## config.mk

```make
export PLATFORM = sky130hd
export DESIGN_NAME = rtc_snap_bank
export DESIGN_NICKNAME = d
export VERILOG_FILES = /design/src/rtl/rtc_snap_pkg.sv /design/src/rtl/rtc_snap_capture.sv /design/src/rtl/rtc_snap_alarm.sv /design/src/rtl/rtc_snap_wake.sv /design/src/rtl/rtc_snap_bank.sv
export SDC_FILE = /design/constraint.sdc
export NUM_CORES = 1
export LEC_CHECK = 0
export ABC_AREA = 1
export BUFFER_PORTS_ARGS = -buffer_cell sky130_fd_sc_hd__buf_2
export CORE_ASPECT_RATIO = 0.6
export CORE_UTILIZATION = 46
export DETAILED_ROUTE_END_ITERATION = 8
export PLACE_DENSITY = 0.72
export SLEW_MARGIN = 20
export SYNTH_ARGS = -nofsm -noshare
export SYNTH_HDL_FRONTEND = slang
export SYNTH_HIERARCHICAL = 1
export SYNTH_SLANG_ARGS = --single-unit
```

## constraint.sdc

```tcl
create_clock -name clk -period 3.2 [get_ports clk]
set_clock_uncertainty 0.2 [all_clocks]
set_input_delay 0.64 -clock clk [delete_from_list [all_inputs] [get_ports clk]]
set_output_delay 0.64 -clock clk [all_outputs]
set_load 0.02 [all_outputs]
```

## src/rtl/rtc_snap_pkg.sv

```systemverilog
package rtc_snap_pkg;
  localparam int CNT_W  = 32;
  localparam int BYTE_W = 8;
  localparam int ADDR_W = 4;

  // control/status byte field positions
  localparam int CTL_IR_OUT  = 0;
  localparam int CTL_POL     = 1;
  localparam int CTL_IR_LAT  = 4;
  localparam int CTL_RTC_LAT = 5;
  localparam int CTL_IR_CLR  = 6;
  localparam int CTL_RTC_CLR = 7;

  // bit position of the least significant bit of big-endian lane idx
  function automatic int lane_lsb(input int idx, input int nlanes, input int bw);
    return (nlanes - 1 - idx) * bw;
  endfunction

  // alarm comparison, a zero setting never matches
  function automatic logic alarm_match(input logic [CNT_W-1:0] count,
                                       input logic [CNT_W-1:0] setting);
    return (setting != '0) && (count == setting);
  endfunction
endpackage

```

## src/rtl/rtc_snap_capture.sv

```systemverilog
module rtc_snap_capture #(
  parameter int CNT_W = rtc_snap_pkg::CNT_W
) (
  input  logic             clk,
  input  logic             rst_n,
  input  logic             load,
  input  logic [CNT_W-1:0] live,
  output logic [CNT_W-1:0] snap
);
  always_ff @(posedge clk or negedge rst_n) begin
    if (!rst_n)    snap <= '0;
    else if (load) snap <= live;
  end
endmodule

```

## src/rtl/rtc_snap_alarm.sv

```systemverilog
module rtc_snap_alarm #(
  parameter int CNT_W  = rtc_snap_pkg::CNT_W,
  parameter int BYTE_W = rtc_snap_pkg::BYTE_W,
  localparam int NB    = CNT_W / BYTE_W
) (
  input  logic              clk,
  input  logic              rst_n,
  input  logic [NB-1:0]     lane_we,
  input  logic [BYTE_W-1:0] wdata,
  input  logic [CNT_W-1:0]  count,
  output logic [CNT_W-1:0]  alarm_q,
  output logic              match_now,
  output logic              hit
);
  logic match_d;

  for (genvar i = 0; i < NB; i++) begin : g_lane
    localparam int LSB = rtc_snap_pkg::lane_lsb(i, NB, BYTE_W);
    always_ff @(posedge clk or negedge rst_n) begin
      if (!rst_n)          alarm_q[LSB +: BYTE_W] <= '0;
      else if (lane_we[i]) alarm_q[LSB +: BYTE_W] <= wdata;
    end
  end

  assign match_now = rtc_snap_pkg::alarm_match(count, alarm_q);

  always_ff @(posedge clk or negedge rst_n) begin
    if (!rst_n) begin
      match_d <= 1'b0;
      hit     <= 1'b0;
    end else begin
      match_d <= match_now;
      hit     <= match_now & ~match_d;
    end
  end
endmodule

```

## src/rtl/rtc_snap_wake.sv

```systemverilog
module rtc_snap_wake #(
  parameter int BYTE_W = rtc_snap_pkg::BYTE_W
) (
  input  logic              clk,
  input  logic              rst_n,
  input  logic              ctrl_we,
  input  logic [BYTE_W-1:0] wdata,
  input  logic              ir_in,
  output logic              pol_q,
  output logic              ir_out,
  output logic              ir_clr,
  output logic              rtc_clr
);
  import rtc_snap_pkg::*;

  always_ff @(posedge clk or negedge rst_n) begin
    if (!rst_n) begin
      pol_q   <= 1'b0;
      ir_clr  <= 1'b0;
      rtc_clr <= 1'b0;
    end else begin
      if (ctrl_we) pol_q <= wdata[CTL_POL];
      ir_clr  <= ctrl_we & wdata[CTL_IR_CLR];
      rtc_clr <= ctrl_we & wdata[CTL_RTC_CLR];
    end
  end

  assign ir_out = ir_in ^ pol_q;
endmodule

```

## src/rtl/rtc_snap_bank.sv

```systemverilog
module rtc_snap_bank #(
  parameter int CNT_W  = rtc_snap_pkg::CNT_W,
  parameter int BYTE_W = rtc_snap_pkg::BYTE_W,
  parameter int ADDR_W = rtc_snap_pkg::ADDR_W
) (
  input  logic              clk,
  input  logic              rst_n,
  input  logic [ADDR_W-1:0] bus_addr,
  input  logic              bus_wr,
  input  logic [BYTE_W-1:0] bus_wdata,
  output logic [BYTE_W-1:0] bus_rdata,
  input  logic [CNT_W-1:0]  rtc_count,
  input  logic              ir_in,
  input  logic              ir_latch_in,
  input  logic              rtc_latch_in,
  output logic              ir_out,
  output logic              ir_latch_clr,
  output logic              rtc_latch_clr,
  output logic              alarm_hit
);
  import rtc_snap_pkg::*;

  localparam int NB         = CNT_W / BYTE_W;
  localparam int SNAP_BASE  = 0;
  localparam int ALARM_BASE = NB;
  localparam int CTRL_OFS   = 2 * NB;

  // named internal events
  logic [NB-1:0]    snap_hit_vec;
  logic [NB-1:0]    alarm_we_vec;
  logic             snap_wr;
  logic             ctrl_wr;
  logic             match_now;
  logic             pol_q;
  logic [CNT_W-1:0] snap_q;
  logic [CNT_W-1:0] alarm_q;

  for (genvar i = 0; i < NB; i++) begin : g_dec
    assign snap_hit_vec[i] = bus_wr && (bus_addr == ADDR_W'(SNAP_BASE + i));
    assign alarm_we_vec[i] = bus_wr && (bus_addr == ADDR_W'(ALARM_BASE + i));
  end
  assign snap_wr = |snap_hit_vec;
  assign ctrl_wr = bus_wr && (bus_addr == ADDR_W'(CTRL_OFS));

  rtc_snap_capture #(.CNT_W(CNT_W)) u_cap (
    .clk  (clk),
    .rst_n(rst_n),
    .load (snap_wr),
    .live (rtc_count),
    .snap (snap_q)
  );

  rtc_snap_alarm #(.CNT_W(CNT_W), .BYTE_W(BYTE_W)) u_alarm (
    .clk      (clk),
    .rst_n    (rst_n),
    .lane_we  (alarm_we_vec),
    .wdata    (bus_wdata),
    .count    (rtc_count),
    .alarm_q  (alarm_q),
    .match_now(match_now),
    .hit      (alarm_hit)
  );

  rtc_snap_wake #(.BYTE_W(BYTE_W)) u_wake (
    .clk    (clk),
    .rst_n  (rst_n),
    .ctrl_we(ctrl_wr),
    .wdata  (bus_wdata),
    .ir_in  (ir_in),
    .pol_q  (pol_q),
    .ir_out (ir_out),
    .ir_clr (ir_latch_clr),
    .rtc_clr(rtc_latch_clr)
  );

  always_comb begin
    bus_rdata = '0;
    for (int i = 0; i < NB; i++) begin
      if (bus_addr == ADDR_W'(SNAP_BASE + i))
        bus_rdata = snap_q[lane_lsb(i, NB, BYTE_W) +: BYTE_W];
      if (bus_addr == ADDR_W'(ALARM_BASE + i))
        bus_rdata = alarm_q[lane_lsb(i, NB, BYTE_W) +: BYTE_W];
    end
    if (bus_addr == ADDR_W'(CTRL_OFS)) begin
      bus_rdata[CTL_IR_OUT]  = ir_out;
      bus_rdata[CTL_POL]     = pol_q;
      bus_rdata[CTL_IR_LAT]  = ir_latch_in;
      bus_rdata[CTL_RTC_LAT] = rtc_latch_in;
    end
  end
endmodule

```

==> flow_summary.toml, run 1 <==
[placement]
numPortBuffers = 61
dp.final_hpwl_um = 9390
gp_congestion = 0.965

[cts]
cts_tree = "yes"
cts.path.max_buffers = 2
clock_sinks = 69
ctsHoldBuffers = 0
cts_buffers = 9
cts_resized = 0
clk_latency_ns = 0.34
clockRootBuffer = "clkbuf_16"
ctsHtreeMaxLevel = 3
clk_pin_slew_worst_paths_ns = 0.05
cts_setup_buffers = 0

[setup_path]
cp_slowest_cell = "or2_0"
cp_top_family = "simple AND/OR/NAND/NOR gates"
slowest_delay_ns = 0.26
required_ns = 2.36
worstSetupEndpointType = "output port"
cp_max_fo = 12
worstPathCellList = "buf_2 -> inv_2 -> nand2_1 -> nor3_1 -> inv_1 -> or2_0 -> nand2_1 -> nand3_1 -> buf_2"
worstPathArrival_ns = 2.08
path_class = "in -> out"
worst-path-buf-inv = 4
worstSetupStartpointType = "input pin"

[power_and_ir_drop]
power_density_nw_per_um2 = 565
p_sw_share_pct = 33.3
p_leak_uw = 0.00258
power_frac_seq_pct = 45.1
ir_worst_vdd_v = 0.000332
internal_power_uw = 1780
power_frac_clock_pct = 33.6
p_switching_uw = 888
pwr-share-comb_pct = 21.3

[die]
chipWidth_um = 122
ios = 62
initial_core_util_pct = 49.2
dieHeight_um = 74.3
dieArea_sq_um = 9090
core_sq_um = 8130
rows = 25

[logic_synthesis]
ys_ff_latch = 69
syn_inst = 588
synth_top_area_share_pct = 43.1
synth_area_leaders = "dfrtp_1 43%, nand2_1 26%, inv_1 6.1%"
synth.distinct_cells = 24
seq_area_frac_synth_pct = 43.1
synth_area_per_cell_sq_um = 6.81
netlist_area_sq_um = 4000
yosysTopAreaCell = "dfrtp_1"
syn_nets = 638
yosys_warnings = 6

[grt]
antenna_found_initial = 0
grt_max_degree = 41
overflow = 0
grt_pass1_vias = 3412
grt_usage_pct = 28.9
grt_pass1_wl_um = 18800

[flow_run]
drv_cap = 0

[route]
drc = 0
initialDrtViolationCount = 415
dr.pass1.iters = 5
routed_wl_um = 12400
vias = 4026
via_per_inst = 5.20
postRouteAntennaNets = 0
avgRoutedWirePerCell_um = 16.0

[sta]
rsz0062_at_grt = "no"
drv_slew = 0
fmax_mhz = 342
hold_viol = 0
max_slew.worst_pin.slew_ns = 0.736
finalSetupViolCount = 0
setup_tns_ns = 0
maxSlewHeadroom_pct = 50.9
post-route-period-util_pct = 91.4
period_needed_ns = 2.92

[layout]
synthToLayoutAreaGrowth_pct = 17.9
layout_commonest_cell = "nand2_1"
fin_util_pct = 58.0
mostFrequentLayoutCells = "272 x nand2_1, 69 x dfrtp_1, 65 x inv_1"
diodes = 0
nNetsFinal = 712
drive_gt1_share_pct = 17.6

[worst_hold_path]
hold_path_class = "in -> async"

[run_status]
status = "finished, final reports clean"
==> synth_stat cells <==
cell type    n
nand2_1    272
dfrtp_1     69
inv_1       65
nor2_1      55
o21ai_0     27
nand3_1     21
nand4_1     11
nand2_2     10
inv_2        8
o211ai_1     8
or2_0        8
clkbuf_1     5
mux2_2       5
xor2_1       5
nor3_1       4
buf_6        3
clkbuf_8     3
nor3_2       2
nor4_1       2
buf_1        1
buf_12       1
inv_8        1
nor2_2       1
o21ai_1      1
==> area by class of cell <==
class | count | area, sq um
Inverter | 74 | 285
Clock buffer | 13 | 250
Sequential cell | 69 | 1730
Timing Repair Buffer | 76 | 430
Multi-Input combinational cell | 432 | 1880
Fill cell | 811 | 3410
Clock inverter | 2 | 10.0
Tap cell | 108 | 135
==> layer usage <==
| metal | wire [um] | track usage (%) | vias to the layer above |
|---|---|---|---|
| li1 | - | - | 1945 |
| met1 | 6070 | 44.4 | 1894 |
| met2 | 4940 | 39.4 | 175 |
| met3 | 1240 | 7.90 | 12 |
| met4 | 107 | 7.05 | 0 |
| met5 | 0 | 0 | - |
==> flip-flops by register name (all words and copies together) (netlist names) <==
signal / count
u_alarm/alarm_q: 32
u_alarm/hit: 1
u_alarm/match_d: 1
u_cap/snap: 32
u_wake/ir_clr: 1
u_wake/pol_q: 1
u_wake/rtc_clr: 1
==> through the flow <==
| stage | power (uW) | instance area [sq um] | hold WS [ns] | instances | setup WS [ns] |
|---|---|---|---|---|---|
| floorplan | 1520 | 4000 | 0.144 | 588 | 0.824 |
| global placement | 1750 | 4460 | 0.209 | 759 | 0.348 |
| detailed placement | 1770 | 4460 | 0.211 | 759 | 0.301 |
| CTS | 2660 | 4720 | 0.185 | 774 | 0.302 |
| global route | 2800 | 4720 | 0.219 | 774 | 0.172 |
| finish | 2670 | 4720 | 0.163 | 774 | 0.276 |
==> final timing paths <==
path | startpoint | to | slack (ns) | cells after the start
setup / recovery | bus_addr[3] | bus_rdata[3] | 0.28 | 9
hold / removal | rst_n | u_cap/snap[17]$_DFFE_PN0P_ | 0.16 | 1
setup reg to reg | u_alarm/alarm_q[15]$_DFFE_PN0P_ | u_alarm/hit$_DFF_PN0_ | 1.58 | 8
hold reg to reg | u_alarm/match_d$_DFF_PN0_ | u_alarm/hit$_DFF_PN0_ | 0.21 | 1
max in group asynchronous | rst_n | u_alarm/alarm_q[19]$_DFFE_PN0P_ | 1.95 | 2
min in group clk | u_alarm/match_d$_DFF_PN0_ | u_alarm/hit$_DFF_PN0_ | 0.21 | 1
==> power by group through the flow <==
stage	Clock [uW]	Combinational [uW]	Sequential (uW)
6_report	897	567	1200
4_1_cts	906	558	1200
3_5_place_dp	0	554	1210
3_3_place_gp	0	540	1210
5_1_grt	942	638	1220
2_1_floorplan	0	367	1160
==> logic make-up after synthesis <==
| family | after synthesis | synth area share (%) |
|---|---|---|
| flip-flops | 69 | 43.1 |
| XOR/XNOR | 5 | 1.09 |
| AND/OR/NAND/NOR | 386 | 39.3 |
| AO/OA/AOI/OAI | 36 | 5.00 |
| multiplexers | 5 | 1.41 |
| buffers and inverters | 87 | 10.1 |
==> worst reg2reg max path: cells and delay by family (launching register included) <==
kind	cells	cell delay [ns]
and+or+nand+nor	7	0.79
DFF	1	0.42
buffers and inverters	1	0.12
No activity file was read; power rests on OpenSTA's default activity.
==> run 2, diff against run 1 <==
--- a/config.mk
+++ b/config.mk
@@ -7,6 +7,7 @@
 export LEC_CHECK = 0
 export ABC_AREA = 1
 export BUFFER_PORTS_ARGS = -buffer_cell sky130_fd_sc_hd__buf_2
+export CAP_MARGIN = 20
 export CORE_ASPECT_RATIO = 0.6
 export CORE_UTILIZATION = 46
 export DETAILED_ROUTE_END_ITERATION = 8
@@ -14,5 +15,4 @@
 export SLEW_MARGIN = 20
 export SYNTH_ARGS = -nofsm -noshare
 export SYNTH_HDL_FRONTEND = slang
-export SYNTH_HIERARCHICAL = 1
 export SYNTH_SLANG_ARGS = --single-unit
==> constraint.sdc (replaced) <==
create_clock -name clk -period 2.7 [get_ports clk]
set_clock_uncertainty 0.2 [all_clocks]
set_input_delay 0.54 -clock clk [delete_from_list [all_inputs] [get_ports clk]]
set_output_delay 0.54 -clock clk [all_outputs]
set_load 0.02 [all_outputs]
==> flow_summary.toml, run 2 <==
[route]
met3WireLength_um = 1290
postRouteAntennaNets = 0
vias = 3840
routed_wl_um = 11900
wl_met1_um = 5620
drc = 0
wl_met2_um = 4860
via_per_inst = 5.10
top_layer_used = "met4"
dr.pass1.iters = 6
avgRoutedWirePerCell_um = 15.8
initialDrtViolationCount = 393

[grt]
grt_usage_pct = 29.2
grt_pass1_vias = 3500
overflow = 0
grt_max_degree = 70
grt_pass1_wl_um = 18700
antenna_found_initial = 0

[logic_synthesis]
synth.area.mux_share_pct = 0.579
yosys_warnings = 0
synth-compound-area-share_pct = 9.62
synth_edf_count = 0
seq_area_frac_synth_pct = 44.4
synth_xor_area_share_pct = 1.13
syn_nets = 619
synth_area_per_cell_sq_um = 6.84
yosys-top-cells-count = "217 x nand2_1, 81 x inv_1, 75 x nor2_1"
syn_inst = 569
yosysTopAreaCell = "dfrtp_1"
synth_area_leaders = "dfrtp_1 44%, nand2_1 21%, inv_1 7.8%"
yosys.area_share.simple_pct = 34.7
synth_fa_ha_area_share_pct = 0
netlist_area_sq_um = 3890
ys_ff_latch = 69
async_flop_share_pct = 100
yosys.cell_count.top_type = "nand2_1"
synth.distinct_cells = 24
synth_top_family_by_area = "simple AND/OR/NAND/NOR gates"
synth_top_area_share_pct = 44.4
synth_ff_type = "dfrtp_1"

[placement]
gp_congestion = 0.939
preCtsSetupSlack_ns = 0.0961
numPortBuffers = 61
dp.final_hpwl_um = 9120

[cts]
ctsHtreeMaxLevel = 3
clockRootBuffer = "clkbuf_16"
cts_tree = "yes"
clk_pin_slew_worst_paths_ns = 0.06
clock_sinks = 69
cts_buffers = 9
cts.path.max_buffers = 2
ctsHoldBuffers = 0
clk_latency_ns = 0.34

[setup_path]
required_ns = 1.96
worst-path-buf-inv = 2
worstPathArrival_ns = 1.85
r2r_setup_slack_ns = 1.02
cp_max_fo = 8
worstPathCellList = "buf_2 -> nor2_1 -> nand3_1 -> nand2_1 -> nor2_1 -> nand3_1 -> nand2_1 -> nand4_1 -> buf_2"
worstSetupStartpointType = "input pin"
slowest_delay_ns = 0.47
cp_slowest_cell = "nor2_1"
worstSetupEndpointType = "output port"
r2r_start = "u_alarm.alarm_q[16]$_DFFE_PN0P_"
cp_top_family = "simple AND/OR/NAND/NOR gates"
reg2reg_to = "u_alarm.hit$_DFF_PN0_"
ff2ff_path_depth = 8
path_class = "in -> out"

[layout]
diodes = 0
layout_commonest_cell = "nand2_1"
seqCellArea_sq_um = 1730
nNetsFinal = 690
reg_top3 = "u_alarm.alarm_q (32), u_cap.snap (32)"
multi_input_area_sq_um = 1790
synthToLayoutAreaGrowth_pct = 20.6
drive_gt1_share_pct = 17.2
n_fill_cell = 783
fin_util_pct = 58.4
mostFrequentLayoutCells = "217 x nand2_1, 81 x inv_1, 74 x nor2_1"

[sta]
setup_tns_ns = 0
drv_slew = 0
setup_ws_ns = 0.113
hold_ws_ns = -0.00653
period_needed_ns = 2.59
max_slew.worst_pin.slew_ns = 0.573
finalSetupViolCount = 0
fmax_mhz = 386
hold_viol = 7
rsz0062_at_grt = "no"
post-route-period-util_pct = 95.8
maxSlewHeadroom_pct = 61.6

[power_and_ir_drop]
ir_worst_vdd_v = 0.000373
p_leak_uw = 0.00256
power_density_nw_per_um2 = 706

[die]
initial_core_util_pct = 48.4
ios = 62
dieArea_sq_um = 8840
core_sq_um = 8040
dieHeight_um = 73.2
rows = 25
chipWidth_um = 121

[flow_run]
drv_cap = 0

[run_status]
status = "complete, but fails checks"
violations = "negative hold slack"

[worst_hold_path]
hold_path_class = "in -> async"
[run 2: per-layer routing]
layer	global-route usage, %	up-vias
met5	0	-
met3	10.1	13
met2	42.4	182
met1	41.5	1766
li1	-	1879
met4	7.00	0
[run 2: area by class of cell]
class,count,area share (%)
clock buffers,9,4.80
clock inverters,7,1.73
inverters,83,6.64
multi-input cells,406,38.2
flip-flops and latches,69,36.8
well taps,108,2.88
repair buffers,71,8.91
[run 2: cells by family (layout without fill, tap and decap cells)]
logic type      after synthesis  in the layout
buf+inv                      94            170
compound gates               68             68
flops                        69             69
simple gates                331            331
mux                           2              2
xor+xnor                      5              5
[run 2: power breakdown]
part	internal (uW)	total [uW]	switching (uW)
Sequential	1210	1450	239
Combinational	244	633	389
Clock	728	1230	502
[run 2: worst max-delay path by stage]
stage	startpoint	to	depth (start not counted)
floorplan	bus_addr[3]	bus_rdata[0]	8
global placement	bus_addr[3]	bus_rdata[6]	8
detailed placement	bus_addr[3]	bus_rdata[6]	8
CTS	bus_addr[3]	bus_rdata[6]	8
global route	bus_addr[0]	bus_rdata[1]	9
finish	bus_addr[0]	bus_rdata[1]	9
[run 2: stage by stage]
step	instance area, sq um	hold WS, ns	power [uW]	std cells
finish	4690	-0.00653	3310	753
global route	4690	0.0462	3490	753
CTS	4670	0.0270	3310	752
detailed placement	4360	0.224	2080	736
global placement	4360	0.231	2060	736
floorplan	3890	0.0444	1780	569
[run 2: what timing repair did]
action,in CTS,in global routing
resized for setup,0,1
setup buffers,0,1
setup endpoints to repair,0,3
==> run 3, diff against run 2 <==
--- a/config.mk
+++ b/config.mk
@@ -11,7 +11,7 @@
 export CORE_ASPECT_RATIO = 0.6
 export CORE_UTILIZATION = 46
 export DETAILED_ROUTE_END_ITERATION = 8
-export PLACE_DENSITY = 0.72
+export PLACE_DENSITY = 0.75
 export SLEW_MARGIN = 20
 export SYNTH_ARGS = -nofsm -noshare
 export SYNTH_HDL_FRONTEND = slang
==> constraint.sdc (replaced) <==
create_clock -name clk -period 2.2 [get_ports clk]
set_clock_uncertainty 0.2 [all_clocks]
set_input_delay 0.44 -clock clk [delete_from_list [all_inputs] [get_ports clk]]
set_output_delay 0.44 -clock clk [all_outputs]
set_load 0.02 [all_outputs]
==> flow_summary.toml, run 3 (synthesized netlist as in run 2, its figures left out) <==
[run_status]
status = "finished, final reports clean"

[route]
drc = 0
postRouteAntennaNets = 0
vias = 4049
via_per_inst = 5.26
initialDrtViolationCount = 393
dr.pass1.iters = 5
routed_wl_um = 12800
avgRoutedWirePerCell_um = 16.6

[setup_path]
r2r_setup_slack_ns = 0.58
critPathCapture = "bus_rdata[2]"
crit_start = "bus_addr[2]"
ff2ff_path_depth = 8
worstSetupEndpointType = "output port"
worstPathArrival_ns = 1.55
required_ns = 1.56
worstSetupStartpointType = "input pin"
reg2reg_to = "u_alarm.hit$_DFF_PN0_"
cp_max_fo = 4
r2r_start = "u_alarm.alarm_q[15]$_DFFE_PN0P_"
path_class = "in -> out"

[grt]
grt_max_degree = 70
grt_usage_pct = 31.1
grt_pass1_vias = 3711
grt_pass1_wl_um = 19800
antenna_found_initial = 0
overflow = 0

[cts]
cts_buffers = 9
clk_latency_ns = 0.34
cts_tree = "yes"
clock_sinks = 69
clockRootBuffer = "clkbuf_16"
ctsHtreeMaxLevel = 3
clk_pin_slew_worst_paths_ns = 0.06
cts.path.max_buffers = 2

[placement]
numPortBuffers = 61
gp_congestion = 0.951
dpl_cell_area_sq_um = 4500
dp.final_hpwl_um = 9330

[sta]
rsz0062_at_grt = "yes"
finalSetupViolCount = 0
period_needed_ns = 2.19
maxSlewHeadroom_pct = 74.0
post-route-period-util_pct = 99.6
setup_tns_ns = 0
fmax_mhz = 456
hold_viol = 0
max_slew.worst_pin.slew_ns = 0.391
drv_slew = 0

[layout]
fin_util_pct = 62.7
diodes = 0
n_fill_cell = 723
synthToLayoutAreaGrowth_pct = 29.7
layout_commonest_cell = "nand2_1"
drive_gt1_share_pct = 21.9
reg_top3 = "u_alarm.alarm_q (32), u_cap.snap (32)"
stdcell_area_sq_um = 5040
mostFrequentLayoutCells = "209 x nand2_1, 80 x inv_1, 72 x nor2_1"
nNetsFinal = 707

[die]
dieArea_sq_um = 8840
dieHeight_um = 73.2
ios = 62
chipWidth_um = 121
core_sq_um = 8040
rows = 25
initial_core_util_pct = 48.4

[flow_run]
drv_cap = 0

[power_and_ir_drop]
power_density_nw_per_um2 = 842
p_leak_uw = 0.00275
ir_worst_vdd_v = 0.000468

[worst_hold_path]
hold_path_class = "in -> reg"
## run 3: cell types whose count changed in the layout (fill, tap and decap cells not counted), sizes merged
cell / delta
clkinv: +2
clkbuf: +2
buf: +16
bufinv: +1
inv: -2
dlygate4sd3: +1
clkinvlp: -3
## run 3: how the worst min path moves through the flow
stage | from | end | cells after the start
final | rtc_count[0] | u_cap.snap[0]$_DFFE_PN0P_ | 2
after global routing | rtc_count[0] | u_cap.snap[0]$_DFFE_PN0P_ | 2
after CTS | rtc_count[14] | u_cap.snap[14]$_DFFE_PN0P_ | 3
after detailed placement | u_alarm.match_d$_DFF_PN0_ | u_alarm.hit$_DFF_PN0_ | 1
after global placement | u_alarm.match_d$_DFF_PN0_ | u_alarm.hit$_DFF_PN0_ | 1
after floorplan | rst_n | u_alarm.alarm_q[0]$_DFFE_PN0P_ | 0
## run 3: routing by layer
layer	wire length [um]	vias to the layer above	global-route usage, %	part of all wire, %
met5	0	-	0	0
met4	210	0	10.2	1.6
met3	1320	19	8.98	10
met2	5170	194	42.5	41
met1	6050	1912	46.6	47
li1	-	1924	-	-
## run 3: metrics by stage
stage               instances  power [uW]  hold WS, ns  setup WS (ns)
global route              770        4450        0.188        -0.0767
floorplan                 569        2180      -0.0556          0.154
CTS                       766        4200        0.168        -0.0208
global placement          749        2560        0.202        -0.0621
detailed placement        749        2580        0.209        -0.0795
finish                    770        4250        0.171        0.00783
## run 3: layout make-up
type	instances	area, sq um	share of cell area (%)
Clock buffer	11	243	4.81
Clock inverter	5	82.6	1.64
Inverter	83	317	6.28
Multi-Input combinational cell	406	1880	37.3
Sequential cell	69	1730	34.3
Tap cell	108	135	2.68
Timing Repair Buffer	88	654	13.0
## run 3: where the power goes
group          switching, uW  internal (uW)
Clock                    570           1030
Sequential               287           1490
Combinational            519            356
Total                   1380           2870
## run 3: worst max-delay path: stages
cell	delay, ns
buf_8	0.08
buf_6	0.11
nand2_8	0.06
nor3_4	0.21
buf_12	0.14
buf_8	0.12
nand2_2	0.04
nand2_1	0.07
nor2_1	0.04
nand4_1	0.10
buf_6	0.13
## run 3: repair_timing
item | 4_1_cts | 5_1_grt
buffers inserted | 0 | 4
setup endpoints to repair | 7 | 8
endpoints found under the hold margin | 69 | 0
pin swaps | 0 | 11
hold buffers | 1 | 0
gates resized for setup | 3 | 49
gates cloned | 0 | 0
